==> src/rtl/axil_sum_pkg.sv <==
// Package: shared constants and register index names for the sum peripheral.
// Assumes a 32-bit-aligned register map (word index = byte address >> 2).
package axil_sum_pkg;
    localparam logic [1:0] RESP_OKAY = 2'b00;

    // Word indices of the register map; index 2 is a hole.
    localparam int IDX_OPA  = 0;
    localparam int IDX_OPB  = 1;
    localparam int IDX_HOLE = 2;
    localparam int IDX_SUM  = 3;
endpackage

==> src/rtl/sum_regfile.sv <==
// Module: operand storage with per-byte write enables and a combinational adder.
// Holds two operands, returns the read word for a given word index, and drives
// zero for the hole and for any index outside the map. Assumes DATA_W % 8 == 0.
module sum_regfile
    import axil_sum_pkg::*;
#(
    parameter int DATA_W = 32,
    parameter int IDX_W  = 2
) (
    input  logic              clk,
    input  logic              rst_n,
    input  logic              wr_en,
    input  logic [IDX_W-1:0]  wr_idx,
    input  logic [DATA_W-1:0] wr_data,
    input  logic [DATA_W/8-1:0] wr_strb,
    input  logic [IDX_W-1:0]  rd_idx,
    output logic [DATA_W-1:0] rd_data,
    output logic [DATA_W-1:0] op_a,
    output logic [DATA_W-1:0] op_b,
    output logic [DATA_W-1:0] sum
);
    localparam int NLANE = DATA_W / 8;

    logic sel_a, sel_b;

    // Purpose: decode which operand, if any, the committed write targets.
    always_comb begin
        sel_a = wr_en && (wr_idx == IDX_W'(IDX_OPA));
        sel_b = wr_en && (wr_idx == IDX_W'(IDX_OPB));
    end

    for (genvar ln = 0; ln < NLANE; ln++) begin : g_lane
        // Purpose: update one byte lane of each operand under its strobe.
        always_ff @(posedge clk) begin
            if (!rst_n) begin
                op_a[ln*8 +: 8] <= '0;
                op_b[ln*8 +: 8] <= '0;
            end else begin
                if (sel_a && wr_strb[ln]) op_a[ln*8 +: 8] <= wr_data[ln*8 +: 8];
                if (sel_b && wr_strb[ln]) op_b[ln*8 +: 8] <= wr_data[ln*8 +: 8];
            end
        end
    end

    // Purpose: modulo-2^DATA_W sum of the stored operands.
    always_comb sum = op_a + op_b;

    // Purpose: read multiplexer over the sparse map.
    always_comb begin
        if (rd_idx == IDX_W'(IDX_OPA))      rd_data = op_a;
        else if (rd_idx == IDX_W'(IDX_OPB)) rd_data = op_b;
        else if (rd_idx == IDX_W'(IDX_SUM)) rd_data = sum;
        else                                rd_data = '0;
    end
endmodule

==> src/rtl/axil_wr_path.sv <==
// Module: write side of the slave. It captures the address and data halves independently,
// issues a one-cycle commit once both are held, and then holds the response until accepted.
// Assumes one outstanding write: no half is accepted while a response is pending.
module axil_wr_path
    import axil_sum_pkg::*;
#(
    parameter int DATA_W = 32,
    parameter int IDX_W  = 2
) (
    input  logic                clk,
    input  logic                rst_n,
    input  logic [IDX_W-1:0]    aw_idx,
    input  logic                awvalid,
    output logic                awready,
    input  logic [DATA_W-1:0]   wdata,
    input  logic [DATA_W/8-1:0] wstrb,
    input  logic                wvalid,
    output logic                wready,
    output logic [1:0]          bresp,
    output logic                bvalid,
    input  logic                bready,
    output logic                wr_en,
    output logic [IDX_W-1:0]    wr_idx,
    output logic [DATA_W-1:0]   wr_data,
    output logic [DATA_W/8-1:0] wr_strb
);
    logic aw_held, w_held;

    // Purpose: channel readiness; a held half or a pending response blocks acceptance.
    always_comb begin
        awready = !aw_held && !bvalid;
        wready  = !w_held && !bvalid;
        wr_en   = aw_held && w_held;
        bresp   = RESP_OKAY;
    end

    // Purpose: capture halves, commit, and manage the response handshake.
    always_ff @(posedge clk) begin
        if (!rst_n) begin
            aw_held <= 1'b0;
            w_held  <= 1'b0;
            bvalid  <= 1'b0;
            wr_idx  <= '0;
            wr_data <= '0;
            wr_strb <= '0;
        end else begin
            if (awvalid && awready) begin
                aw_held <= 1'b1;
                wr_idx  <= aw_idx;
            end
            if (wvalid && wready) begin
                w_held  <= 1'b1;
                wr_data <= wdata;
                wr_strb <= wstrb;
            end
            if (wr_en) begin
                aw_held <= 1'b0;
                w_held  <= 1'b0;
                bvalid  <= 1'b1;
            end else if (bvalid && bready) begin
                bvalid  <= 1'b0;
            end
        end
    end
endmodule

==> src/rtl/axil_rd_path.sv <==
// Module: read side of the slave. It samples the register word when the address is
// accepted and holds the data until the master takes it. One read in flight.
module axil_rd_path
    import axil_sum_pkg::*;
#(
    parameter int DATA_W = 32
) (
    input  logic              clk,
    input  logic              rst_n,
    input  logic              arvalid,
    output logic              arready,
    input  logic [DATA_W-1:0] word_in,
    output logic [DATA_W-1:0] rdata,
    output logic [1:0]        rresp,
    output logic              rvalid,
    input  logic              rready
);
    // Purpose: address acceptance blocked while a read response is pending.
    always_comb begin
        arready = !rvalid;
        rresp   = RESP_OKAY;
    end

    // Purpose: latch read data on acceptance and release on the data handshake.
    always_ff @(posedge clk) begin
        if (!rst_n) begin
            rvalid <= 1'b0;
            rdata  <= '0;
        end else if (arvalid && arready) begin
            rvalid <= 1'b1;
            rdata  <= word_in;
        end else if (rvalid && rready) begin
            rvalid <= 1'b0;
        end
    end
endmodule

==> src/rtl/axil_sum_regs.sv <==
// Module: top of the sum peripheral. It joins the write path, read path and register file.
// Byte addresses are converted to word indices; the two low address bits are ignored.
module axil_sum_regs
    import axil_sum_pkg::*;
#(
    parameter int DATA_W = 32,
    parameter int ADDR_W = 4
) (
    input  logic                aclk,
    input  logic                aresetn,
    input  logic [ADDR_W-1:0]   s_awaddr,
    input  logic                s_awvalid,
    output logic                s_awready,
    input  logic [DATA_W-1:0]   s_wdata,
    input  logic [DATA_W/8-1:0] s_wstrb,
    input  logic                s_wvalid,
    output logic                s_wready,
    output logic [1:0]          s_bresp,
    output logic                s_bvalid,
    input  logic                s_bready,
    input  logic [ADDR_W-1:0]   s_araddr,
    input  logic                s_arvalid,
    output logic                s_arready,
    output logic [DATA_W-1:0]   s_rdata,
    output logic [1:0]          s_rresp,
    output logic                s_rvalid,
    input  logic                s_rready
);
    localparam int IDX_W = ADDR_W - 2;

    logic                wr_en;
    logic [IDX_W-1:0]    wr_idx;
    logic [DATA_W-1:0]   wr_data;
    logic [DATA_W/8-1:0] wr_strb;
    logic [DATA_W-1:0]   rd_word;
    logic [DATA_W-1:0]   op_a, op_b, sum_val;
    logic                unused_lo;

    assign unused_lo = ^{s_awaddr[1:0], s_araddr[1:0], sum_val};

    axil_wr_path #(.DATA_W(DATA_W), .IDX_W(IDX_W)) u_wr (
        .clk(aclk), .rst_n(aresetn),
        .aw_idx(s_awaddr[ADDR_W-1:2]), .awvalid(s_awvalid), .awready(s_awready),
        .wdata(s_wdata), .wstrb(s_wstrb), .wvalid(s_wvalid), .wready(s_wready),
        .bresp(s_bresp), .bvalid(s_bvalid), .bready(s_bready),
        .wr_en(wr_en), .wr_idx(wr_idx), .wr_data(wr_data), .wr_strb(wr_strb)
    );

    sum_regfile #(.DATA_W(DATA_W), .IDX_W(IDX_W)) u_regs (
        .clk(aclk), .rst_n(aresetn),
        .wr_en(wr_en), .wr_idx(wr_idx), .wr_data(wr_data), .wr_strb(wr_strb),
        .rd_idx(s_araddr[ADDR_W-1:2]), .rd_data(rd_word),
        .op_a(op_a), .op_b(op_b), .sum(sum_val)
    );

    axil_rd_path #(.DATA_W(DATA_W)) u_rd (
        .clk(aclk), .rst_n(aresetn),
        .arvalid(s_arvalid), .arready(s_arready), .word_in(rd_word),
        .rdata(s_rdata), .rresp(s_rresp), .rvalid(s_rvalid), .rready(s_rready)
    );
endmodule

==> config.mk <==
export PLATFORM = sky130hd
export DESIGN_NAME = axil_sum_regs
export DESIGN_NICKNAME = d
export VERILOG_FILES = /design/src/rtl/axil_sum_pkg.sv /design/src/rtl/sum_regfile.sv /design/src/rtl/axil_wr_path.sv /design/src/rtl/axil_rd_path.sv /design/src/rtl/axil_sum_regs.sv
export SDC_FILE = /design/constraint.sdc
export NUM_CORES = 1
export LEC_CHECK = 0
export CORE_MARGIN = 2
export CORE_UTILIZATION = 55
export CTS_CLUSTER_DIAMETER = 200
export DETAILED_ROUTE_END_ITERATION = 10
export HOLD_SLACK_MARGIN = 0.02
export PLACE_DENSITY = 0.84
export SLEW_MARGIN = 20
export SYNTH_ARGS = -nofsm -noshare
export SYNTH_HDL_FRONTEND = slang
export SYNTH_SLANG_ARGS = --single-unit
export TNS_END_PERCENT = 30
==> constraint.sdc <==
create_clock -name aclk -period 2.95 [get_ports aclk]
set_clock_uncertainty 0.2 [all_clocks]
set_input_delay 0.885 -clock aclk [delete_from_list [all_inputs] [get_ports aclk]]
set_output_delay 0.885 -clock aclk [all_outputs]
set_load 0.03 [all_outputs]
==> flow_summary.yaml <==
timing:
  finalCritPeriodShare: 0.950
  fin_tns_setup_ps: 0
  grt_setup_unrepaired: "true"
  setup_slack_ps: 147
  finalSetupViolations: 0
  timing_worst_slew_pin_value_ps: 630
  fin_crit_period_ps: 2800
  timing.fmax_mhz: 357
  report.final.hold_viol_count: 0
  worst_slew_margin_rel: 0.579
  timing.final.max_slew_violations: 0
worst_setup_path:
  critPathLaunchType: "flop"
  required_ps: 3060
  crit_path_end_kind: "flop"
  critical_path_peak_fanout: 4
  criticalPathCategory: "reg2reg"
  worst-endpoint-arrival_ps: 2910
floorplan:
  initial_core_util: 0.570
  floorplan.io_pins: 92
  die_outline_area_mm2: 0.0141
  placement_rows: 41
  coreArea_mm2: 0.0127
  die_y_um: 119
  die_x_um: 119
logic_synthesis:
  syn-instance-count: 935
  synth_top_area_share: 0.381
  number_of_warnings_printed_during_yosys_synthesis: 0
  synth_seq_cells: 138
  post_synth_most_frequent_cells: "sky130_fd_sc_hd__nand2_1 (173), sky130_fd_sc_hd__a21oi_1 (147), sky130_fd_sc_hd__dfxtp_1 (138)"
  synth_sequential_area_ratio: 0.381
  synthFlopType: "sky130_fd_sc_hd__dfxtp_1"
  synthMostInstantiatedCell: "sky130_fd_sc_hd__nand2_1"
  post_synth_instance_area_mm2: 0.00725
  netlist_top_cells_area: "sky130_fd_sc_hd__dfxtp_1 (38%), sky130_fd_sc_hd__a21oi_1 (10%), sky130_fd_sc_hd__nand2_1 (9.0%)"
  yosys.cell_types.count: 57
  post_synth_edffs: 0
  syn_area_per_cell_um2: 7.75
  postSynth.asyncResetShare: 0
  yosys.area.top_type: "sky130_fd_sc_hd__dfxtp_1"
global_routing:
  grt_util_met1: 0.402
  global_route.usage.met3: 0.0444
  antenna_found_initial: 0
  grt_max_degree: 40
  globalRouteMet2Util: 0.421
  global_route.overflow_total: 0
  busiest_layer: "met2"
  global_route.usage.total: 0.278
  via_count_of_the_first_global_routing_pass: 6334
  grt_first_pass_wirelength_mm: 32.0
clocking:
  cts.htree.levels: 4
  cts_made_buffers: 17
  max-clock-path-buffers: 2
  worst_skew_pair.late_latency_ps: 420
  tritoncts_num_sinks: 138
  post_cts_hold_buffer_count: 0
  cts.root.buffer_cell: "sky130_fd_sc_hd__clkbuf_16"
  tritoncts: "yes"
  clk_transition_reported_paths_ps: 60
power_and_ir_drop:
  max-vdd-ir-drop_mv: 0.375
  power-per-cell-area_mw_per_mm2: 509
  leakage_nw: 3.34
route:
  drc: 0
  wirelength_mm: 19.1
  drt_pre_antenna_iters: 5
  wl_per_cell_um: 16.1
  postRouteAntennaNets: 0
  routed_vias: 7015
  drt_first_iter_violations: 719
  post_drt_via_cell_ratio: 5.91
placed_design:
  place_inst: 1155
  pre_cts_slack_ps: 159
  buffer_ports.inserted: 83
  detailed_place_hpwl_mm: 13.5
  gp_routability_congestion: 0.936
hold_path:
  worst_hold_check_path_type: "reg2reg"
finish:
  nets: 1086
  syn_to_final_growth_pct: 22.3
  instances_no_fill: 1187
  insertedDiodeCount: 0
  final_layout_size_suffix_gt1_frac: 0.0847
  nFillCells: 1057
outcome:
  outcome: "finished clean"
flow_run:
  drv.max_cap_violation_count: 0
## repair_timing
item,CTS,global route
gates resized for setup,0,5
buffers inserted,0,1
endpoints found under the setup margin,0,6
## state kept, by name (all words and copies together), names as in the netlist
| name | count |
|---|---|
| u_regs.op_b | 32 |
| u_wr.bvalid | 1 |
| u_rd.rvalid | 1 |
| u_wr.wr_data | 32 |
| u_rd.rdata | 32 |
| u_wr.w_held | 1 |
| u_wr.aw_held | 1 |
| u_wr.wr_idx | 2 |
| u_wr.wr_strb | 4 |
| u_regs.op_a | 32 |
## final timing paths
kind                                                     from                             to  slack, ps  cells past startpoint
worst min-delay path            u_wr.wr_data[15]$_SDFFE_PN0P_  u_wr.wr_data[15]$_SDFFE_PN0P_        270                      2
worst max-delay path              u_regs.op_a[1]$_SDFFE_PN0P_    u_rd.rdata[25]$_SDFFE_PN0P_        150                     10
worst min register to register  u_wr.wr_data[15]$_SDFFE_PN0P_  u_wr.wr_data[15]$_SDFFE_PN0P_        270                      2
worst max register to register    u_regs.op_a[1]$_SDFFE_PN0P_    u_rd.rdata[25]$_SDFFE_PN0P_        150                     10
## power breakdown
group	leakage (nW)	internal, mW	switching, mW
clock network	0.265	1.18	0.831
registers	1.12	1.93	0.0574
logic	1.95	0.212	0.296
## cell families after synthesis
logic type / synth area share
compound gates: 0.223
xor+xnor: 0.0290
fa+ha+maj: 0.0563
buf+inv: 0.0492
flops: 0.381
mux: 0.0533
other cells: 0.000517
simple gates: 0.208
## per-layer routing
metal  vias up  share of wire  wire, um
met5         -              0         0
met1      3257           0.46      8880
met3        29          0.072      1380
met4         0          0.016       306
li1       3432              -         -
met2       297           0.45      8570
## critical path, cell delays in order (launching register included)
cell	delay, ps
sky130_fd_sc_hd__dfxtp_1	340
sky130_fd_sc_hd__ha_1	290
sky130_fd_sc_hd__a21o_1	130
sky130_fd_sc_hd__nand4_1	190
sky130_fd_sc_hd__a211oi_1	540
sky130_fd_sc_hd__o31ai_2	110
sky130_fd_sc_hd__a21oi_2	240
sky130_fd_sc_hd__a31o_1	280
sky130_fd_sc_hd__o211ai_1	150
sky130_fd_sc_hd__mux2i_1	160
sky130_fd_sc_hd__nand2_1	60
## cell usage in the layout (no fill, tap or decap), drive strengths merged, types with 9 or more instances in the layout
master         Yosys  layout
dfxtp            138     138
a21oi            153     153
mux2i             33      33
inv               16      19
buf               18      31
nor3              12      12
xnor2             20      20
o221ai            11      11
nor2              49      49
nand4              9       9
o21ai             61      61
nand3             68      68
clkdlybuf4s50      0      82
nand2            173     173
clkbuf            49      18
a21o              13      13
ha                31      31
## layout make-up
class                      instances  area (um^2)  share of cell area
multi-input combinational        717         4180               0.471
sequential                       138         2760               0.312
timing repair buffer             113         1090               0.123
clock buffer                      18          439              0.0495
tap                              172          215              0.0243
clock inverter                    13          119              0.0134
inverter                          16         61.3             0.00692
## stage by stage
stage | total power, mW | hold WS, ps | cell area [um^2] | utilization
after floorplan | 2.31 | 250 | 7260 | -
after global placement | 2.53 | 258 | 8280 | 0.651
after detailed placement | 2.54 | 262 | 8280 | 0.651
after CTS | 4.52 | 271 | 8830 | 0.694
after global routing | 4.66 | 295 | 8860 | 0.697
final | 4.51 | 271 | 8860 | 0.697
No activity file was read; power rests on OpenSTA's default activity.
